**config.mk**
```make
export PLATFORM = sky130hd
export DESIGN_NAME = dcnt_chan
export DESIGN_NICKNAME = d
export VERILOG_FILES = /design/src/rtl/dcnt_pkg.sv /design/src/rtl/dcnt_ctl_dec.sv /design/src/rtl/dcnt_load_seq.sv /design/src/rtl/dcnt_core.sv /design/src/rtl/dcnt_read_port.sv /design/src/rtl/dcnt_chan.sv
export SDC_FILE = /design/constraint.sdc
export NUM_CORES = 1
export LEC_CHECK = 0
export ABC_AREA = 1
export ABC_CLOCK_PERIOD_IN_PS = 1450
export BUFFER_PORTS_ARGS = -buffer_cell sky130_fd_sc_hd__buf_2
export CAP_MARGIN = 20
export CELL_PAD_IN_SITES_DETAIL_PLACEMENT = 0
export CELL_PAD_IN_SITES_GLOBAL_PLACEMENT = 2
export CORE_UTILIZATION = 29
export CTS_CLUSTER_DIAMETER = 100
export DETAILED_ROUTE_END_ITERATION = 7
export MAX_ROUTING_LAYER = met4
export PLACE_DENSITY_LB_ADDON = 0.1
export SYNTH_ARGS = -nofsm -noshare
export SYNTH_HDL_FRONTEND = slang
export SYNTH_SLANG_ARGS = --single-unit
```
**constraint.sdc**
```tcl
create_clock -name clk -period 1.45 [get_ports clk]
set_clock_uncertainty 0.1 [all_clocks]
set_input_delay 0.145 -clock clk [delete_from_list [all_inputs] [get_ports clk]]
set_output_delay 0.145 -clock clk [all_outputs]
set_load 0.05 [all_outputs]
```
**src/rtl/dcnt_pkg.sv**
```systemverilog
package dcnt_pkg;
  // access field of the control byte
  typedef enum logic [1:0] {
    ACC_SNAP = 2'b00,
    ACC_LO   = 2'b01,
    ACC_HI   = 2'b10,
    ACC_LOHI = 2'b11
  } acc_mode_e;
endpackage

```
**src/rtl/dcnt_ctl_dec.sv**
```systemverilog
module dcnt_ctl_dec
  import dcnt_pkg::*;
#(
  parameter int unsigned SEL_W   = 2,
  parameter int unsigned CHAN_ID = 0
) (
  input  logic             clk,
  input  logic             rst,
  input  logic             wr_ctl,
  input  logic [SEL_W-1:0] sel,
  input  logic [1:0]       acc_field,
  output logic             snap_cmd,
  output logic             prog_cmd,
  output acc_mode_e        acc_q
);
  localparam logic [SEL_W-1:0] MY_ID = SEL_W'(CHAN_ID);

  logic hit;

  always_comb begin
    hit      = wr_ctl && (sel == MY_ID);
    snap_cmd = hit && (acc_field == 2'b00);
    prog_cmd = hit && (acc_field != 2'b00);
  end

  always_ff @(posedge clk) begin
    if (rst)           acc_q <= ACC_LOHI;
    else if (prog_cmd) acc_q <= acc_mode_e'(acc_field);
  end
endmodule

```
**src/rtl/dcnt_load_seq.sv**
```systemverilog
module dcnt_load_seq
  import dcnt_pkg::*;
#(
  parameter int unsigned BYTE_W = 8
) (
  input  logic                clk,
  input  logic                rst,
  input  logic                wr_dat,
  input  logic [BYTE_W-1:0]   wdata,
  input  acc_mode_e           acc,
  input  logic                prog_cmd,
  output logic                load_fire,
  output logic [2*BYTE_W-1:0] load_val
);
  logic              wr_tog;
  logic [BYTE_W-1:0] lo_stage;

  always_ff @(posedge clk) begin
    if (rst) begin
      wr_tog   <= 1'b0;
      lo_stage <= '0;
    end else if (prog_cmd) begin
      wr_tog <= 1'b0;
    end else if (wr_dat && acc == ACC_LOHI) begin
      if (!wr_tog) begin
        lo_stage <= wdata;
        wr_tog   <= 1'b1;
      end else begin
        wr_tog <= 1'b0;
      end
    end
  end

  always_comb begin
    load_fire = 1'b0;
    load_val  = '0;
    case (acc)
      ACC_LO: begin
        load_fire = wr_dat;
        load_val  = {{BYTE_W{1'b0}}, wdata};
      end
      ACC_HI: begin
        load_fire = wr_dat;
        load_val  = {wdata, {BYTE_W{1'b0}}};
      end
      ACC_LOHI: begin
        load_fire = wr_dat && wr_tog;
        load_val  = {wdata, lo_stage};
      end
      default: begin
        load_fire = 1'b0;
        load_val  = '0;
      end
    endcase
  end
endmodule

```
**src/rtl/dcnt_core.sv**
```systemverilog
module dcnt_core #(
  parameter int unsigned CNT_W = 16
) (
  input  logic             clk,
  input  logic             rst,
  input  logic             cnt_en,
  input  logic             gate,
  input  logic             load_fire,
  input  logic [CNT_W-1:0] load_val,
  output logic [CNT_W-1:0] cnt_q,
  output logic             tc_q
);
  localparam logic [CNT_W-1:0] ONE = CNT_W'(1);

  logic en_q;
  logic step;

  // previous sample of count-enable; follows the input even in reset
  always_ff @(posedge clk) en_q <= cnt_en;

  always_comb step = gate && cnt_en && !en_q;

  always_ff @(posedge clk) begin
    if (rst) begin
      cnt_q <= '0;
      tc_q  <= 1'b0;
    end else begin
      tc_q <= !load_fire && step && (cnt_q == ONE);
      if (load_fire)  cnt_q <= load_val;
      else if (step)  cnt_q <= cnt_q - ONE;
    end
  end
endmodule

```
**src/rtl/dcnt_read_port.sv**
```systemverilog
module dcnt_read_port
  import dcnt_pkg::*;
#(
  parameter int unsigned BYTE_W = 8
) (
  input  logic                clk,
  input  logic                rst,
  input  logic                snap_cmd,
  input  logic                prog_cmd,
  input  logic                rd_dat,
  input  logic                rd_ctl,
  input  acc_mode_e           acc,
  input  logic [2*BYTE_W-1:0] cnt,
  output logic [BYTE_W-1:0]   rdata_q,
  output logic [2*BYTE_W-1:0] hold_q,
  output logic                held_q
);
  logic                rd_tog;
  logic [2*BYTE_W-1:0] src;

  always_comb src = held_q ? hold_q : cnt;

  always_ff @(posedge clk) begin
    if (rst) begin
      rdata_q <= '0;
      hold_q  <= '0;
      held_q  <= 1'b0;
      rd_tog  <= 1'b0;
    end else begin
      if (prog_cmd) begin
        held_q <= 1'b0;
        rd_tog <= 1'b0;
      end else if (snap_cmd && !held_q) begin
        hold_q <= cnt;
        held_q <= 1'b1;
      end
      if (rd_ctl) begin
        rdata_q <= '0;
      end else if (rd_dat) begin
        case (acc)
          ACC_LO: begin
            rdata_q <= src[BYTE_W-1:0];
            held_q  <= 1'b0;
          end
          ACC_HI: begin
            rdata_q <= src[2*BYTE_W-1:BYTE_W];
            held_q  <= 1'b0;
          end
          default: begin
            if (!rd_tog) begin
              rdata_q <= src[BYTE_W-1:0];
              rd_tog  <= 1'b1;
            end else begin
              rdata_q <= src[2*BYTE_W-1:BYTE_W];
              rd_tog  <= 1'b0;
              held_q  <= 1'b0;
            end
          end
        endcase
      end
    end
  end
endmodule

```
**src/rtl/dcnt_chan.sv**
```systemverilog
module dcnt_chan
  import dcnt_pkg::*;
#(
  parameter int unsigned BYTE_W  = 8,
  parameter int unsigned SEL_W   = 2,
  parameter int unsigned CHAN_ID = 0
) (
  input  logic              clk,
  input  logic              rst,
  input  logic              cpu_wr,
  input  logic              cpu_rd,
  input  logic              cpu_addr,
  input  logic [BYTE_W-1:0] cpu_wdata,
  output logic [BYTE_W-1:0] cpu_rdata,
  input  logic              cnt_en,
  input  logic              gate,
  output logic              tc_pulse
);
  localparam int unsigned CNT_W = 2 * BYTE_W;

  logic             wr_ctl, wr_dat, rd_ctl, rd_dat;
  logic             snap_cmd, prog_cmd, load_fire, held_q, tc_q;
  logic [CNT_W-1:0] load_val, cnt_q, hold_q;
  acc_mode_e        acc_q;

  always_comb begin
    wr_ctl = cpu_wr && cpu_addr;
    wr_dat = cpu_wr && !cpu_addr;
    rd_ctl = cpu_rd && cpu_addr;
    rd_dat = cpu_rd && !cpu_addr;
  end

  dcnt_ctl_dec #(.SEL_W(SEL_W), .CHAN_ID(CHAN_ID)) u_dec (
    .clk(clk), .rst(rst), .wr_ctl(wr_ctl),
    .sel(cpu_wdata[BYTE_W-1 -: SEL_W]),
    .acc_field(cpu_wdata[BYTE_W-SEL_W-1 -: 2]),
    .snap_cmd(snap_cmd), .prog_cmd(prog_cmd), .acc_q(acc_q)
  );

  dcnt_load_seq #(.BYTE_W(BYTE_W)) u_load (
    .clk(clk), .rst(rst), .wr_dat(wr_dat), .wdata(cpu_wdata),
    .acc(acc_q), .prog_cmd(prog_cmd),
    .load_fire(load_fire), .load_val(load_val)
  );

  dcnt_core #(.CNT_W(CNT_W)) u_core (
    .clk(clk), .rst(rst), .cnt_en(cnt_en), .gate(gate),
    .load_fire(load_fire), .load_val(load_val),
    .cnt_q(cnt_q), .tc_q(tc_q)
  );

  dcnt_read_port #(.BYTE_W(BYTE_W)) u_rd (
    .clk(clk), .rst(rst), .snap_cmd(snap_cmd), .prog_cmd(prog_cmd),
    .rd_dat(rd_dat), .rd_ctl(rd_ctl), .acc(acc_q), .cnt(cnt_q),
    .rdata_q(cpu_rdata), .hold_q(hold_q), .held_q(held_q)
  );

  assign tc_pulse = tc_q;
endmodule

```
==> impl_metrics.json <==
{
  "synth_edf_count": 0,
  "rsz0062_at_grt": "true",
  "port_buffers": 23,
  "yosys_warnings": 0,
  "relSlewSlack": 0.589,
  "drt_pass1_iterations": 5,
  "clkPwrFrac": 0.238,
  "p_leak_nw": 2.03,
  "grt_pass1_wl_mm": 17.0,
  "place_inst": 704,
  "ys_seq_area_frac": 0.343,
  "cts_buffers": 5,
  "p_seq_frac": 0.452,
  "synth_area_sq_mm": 0.00321,
  "cp-end-kind": "register",
  "grt_pass1_vias": 3208,
  "r2r_cells": 9,
  "ff_latch_area_sq_mm": 0.00111,
  "drv_slew": 0,
  "ant_nets": 0,
  "switchingPower_mw": 1.31,
  "drc": 0,
  "synthTopCellsByArea": "dfxtp_1, nand2_1, nand3_1",
  "die_w_um": 107,
  "syn-num-nets": 535,
  "die_height_um": 107,
  "vdd_drop_max_mv": 0.371,
  "r2r_setup_slack_ns": -0.14,
  "yosysTopAreaCellShare": 0.343,
  "routedWlPerCell_um": 14.3,
  "worstReg2RegEnd": "u_core.tc_q$_SDFF_PP0_",
  "dieArea_sq_mm": 0.0115,
  "drv_cap": 0,
  "path_max_fanout": 13,
  "whs_ns": 0.0575,
  "cts_tree": "done",
  "clk_pin_slew_ns": 0.10,
  "root_buffer": "clkbuf_8",
  "overflow": 0,
  "min_to": "u_load.lo_stage[6]$_SDFFE_PP0P_",
  "power_frac_comb": 0.310,
  "crit_buf_inv": 3,
  "nets": 602,
  "min_path_cells": 3,
  "core_area_sq_mm": 0.0108,
  "worstHoldStart": "cpu_wdata[6]",
  "rows": 38,
  "swShare": 0.357,
  "crit_path_cell_trace": "inv_2 > ha_4 > nand2_4 > nand2_4 > nand2_8 > buf_12 > nand2_8 > buf_4 > nor4_4",
  "instances_no_fill": 722,
  "power.internal_mw": 2.36,
  "clock-sinks": 55,
  "pin_count": 24,
  "fillerInstances": 1191,
  "num_antenna_cells": 0,
  "post-route-period-util": 1.10,
  "vias": 3307,
  "drive_gt1_frac": 0.229,
  "dp.final_hpwl_mm": 7.97,
  "violations": "setup timing",
  "initial_core_util": 0.298,
  "fin_ws_ns": -0.145,
  "finalCriticalPeriod_ns": 1.59,
  "gp_congestion": 0.779,
  "power_density_mw_per_mm2": 871,
  "max_freq_ghz": 0.627,
  "synthArstFlopShare": 0,
  "cpMaxStageDelayCell": "dfxtp_4",
  "power_mw": 3.67,
  "startpoint_type": "register",
  "cp_top_family": "simple AND/OR/NAND/NOR gates",
  "synth_cells": 514,
  "h-tree-depth": 2,
  "syn_to_final_growth_pct": 31.3,
  "critPathRequiredTime_ns": 1.58,
  "cp.arrival_ns": 1.73,
  "final_util": 0.391,
  "grt_max_degree": 22,
  "status": "finished with violations",
  "worst-slew-pin-transition_ns": 0.612,
  "synth_cell_types": 29,
  "routed_wirelength_mm": 10.3,
  "ys_seq_elements": 55,
  "clkLatencyLatePin_ns": 0.32,
  "avgSynthCellArea_sq_um": 6.25,
  "crit_type": "register to register",
  "multi_input_area_sq_mm": 0.00193,
  "finalHoldViolations": 0,
  "antenna_found_initial": 0,
  "first_iter_violations": 129,
  "yosysTopAreaCell": "dfxtp_1",
  "ys.flop_type": "dfxtp_1",
  "r2r-start": "u_dec.acc_q[0]$_SDFFE_PP1P_",
  "slowest_delay_ns": 0.38,
  "setup_viol": 26,
  "clock_path_buffers": 2,
  "grt_usage": 0.201,
  "via_per_inst": 4.58,
  "hold_class": "input pin to register"
}
==> placed cells by master, fill, tap and decap left out, types with 2 or more instances in the layout <==
master / count
nor2_4: 8
ha_2: 2
dlygate4sd3_1: 6
nand3_1: 62
clkbuf_8: 5
nand2_8: 2
o21ai_1: 4
nand4_1: 5
o21ai_0: 28
nor2_2: 6
buf_4: 39
ha_1: 3
clkinv_2: 3
nor2_1: 56
nand3_2: 4
nand2_1: 136
dfxtp_1: 53
buf_12: 7
buf_6: 3
a21oi_1: 36
inv_2: 5
a21oi_2: 8
nand2_4: 2
inv_1: 58
nand2_2: 3
buf_2: 23
==> registers in the layout, indices dropped and copies added, names as in the netlist <==
signal and flops:
u_core.tc_q 1, u_core.en_q 1, u_core.cnt_q 16, u_load.wr_tog 1, u_rd.held_q 1, u_load.lo_stage 8, u_dec.acc_q 2, u_rd.hold_q 16
u_rd.rd_tog 1, u_rd.rdata_q 8
==> synthesized netlist by cell type (all sizes together), types with 6 or more instances <==
| cell | n |
|---|---|
| a21oi | 44 |
| nor2 | 70 |
| ha | 6 |
| o21ai | 33 |
| clkbuf | 8 |
| nand2 | 143 |
| buf | 11 |
| nand3 | 67 |
| nand4 | 6 |
| dfxtp | 55 |
| inv | 64 |
==> cell type report <==
cell class,count,area share
tap,140,0.0415
clock buffer,5,0.0163
sequential,55,0.262
timing repair buffer,79,0.159
inverter,65,0.0591
multi-input combinational,375,0.458
clock inverter,3,0.00356
==> repair_timing <==
item	CTS	global route
gates cloned	1	0
buffers inserted	3	0
gates resized for setup	28	19
pin swaps	5	3
endpoints found under the hold margin	6	0
hold buffers	6	0
setup endpoints to repair	33	36
==> cells by family (layout without fill, tap and decap cells) <==
family                     Yosys count  after routing  synth area share
AOI/OAI and AO/OA                   80             80             0.129
adders and majority gates            6              6            0.0234
buffers and inverters               84            152             0.110
DFF                                 55             55             0.343
muxes                                1              1           0.00351
and+or+nand+nor                    288            288             0.392
==> routing by layer <==
layer / share of wire / track usage / vias to the layer above
met5: 0 / - / -
met2: 0.46 / 0.327 / 45
met1: 0.50 / 0.263 / 1482
met3: 0.027 / 0.0274 / 9
met4: 0.015 / 0.0460 / 0
li1: - / - / 1771
==> how the worst max path moves through the flow <==
| stage | startpoint | endpoint | slack, ns | cells past startpoint |
|---|---|---|---|---|
| CTS | u_dec.acc_q[0]$_SDFFE_PP1P_ | u_rd.rdata_q[3]$_SDFFE_PP0P_ | -0.14 | 10 |
| floorplan | u_dec.acc_q[0]$_SDFFE_PP1P_ | u_core.cnt_q[8]$_SDFFE_PP0P_ | -0.02 | 10 |
| global route | u_dec.acc_q[0]$_SDFFE_PP1P_ | u_core.cnt_q[14]$_SDFFE_PP0P_ | -0.24 | 9 |
| finish | u_dec.acc_q[0]$_SDFFE_PP1P_ | u_core.tc_q$_SDFF_PP0_ | -0.14 | 9 |
| detailed placement | u_dec.acc_q[0]$_SDFFE_PP1P_ | u_rd.rdata_q[5]$_SDFFE_PP0P_ | -0.28 | 8 |
| global placement | u_dec.acc_q[0]$_SDFFE_PP1P_ | u_rd.rdata_q[6]$_SDFFE_PP0P_ | -0.20 | 8 |
==> stage by stage <==
step	setup TNS [ns]	setup slack [ns]	area [sq um]
3_5_place_dp	-3.57	-0.285	3850
2_1_floorplan	-0.0577	-0.0206	3230
4_1_cts	-2.75	-0.142	4150
6_report	-2.21	-0.145	4220
5_1_grt	-5.06	-0.238	4220
3_3_place_gp	-2.87	-0.197	3850
==> tightest hold or removal path, cell delays in order <==
cell and delay [ns]:
buf_2 0.07, inv_1 0.07, a21oi_1 0.14
==> power by group through the flow <==
stage / sequential, mW / combinational [mW] / clock, mW
2_1_floorplan: 1.73 / 0.622 / 0
3_3_place_gp: 1.69 / 1.03 / 0
3_5_place_dp: 1.69 / 1.04 / 0
4_1_cts: 1.66 / 1.12 / 0.937
5_1_grt: 1.67 / 1.28 / 0.982
6_report: 1.66 / 1.14 / 0.875
Power figures use the tool's default switching activity.
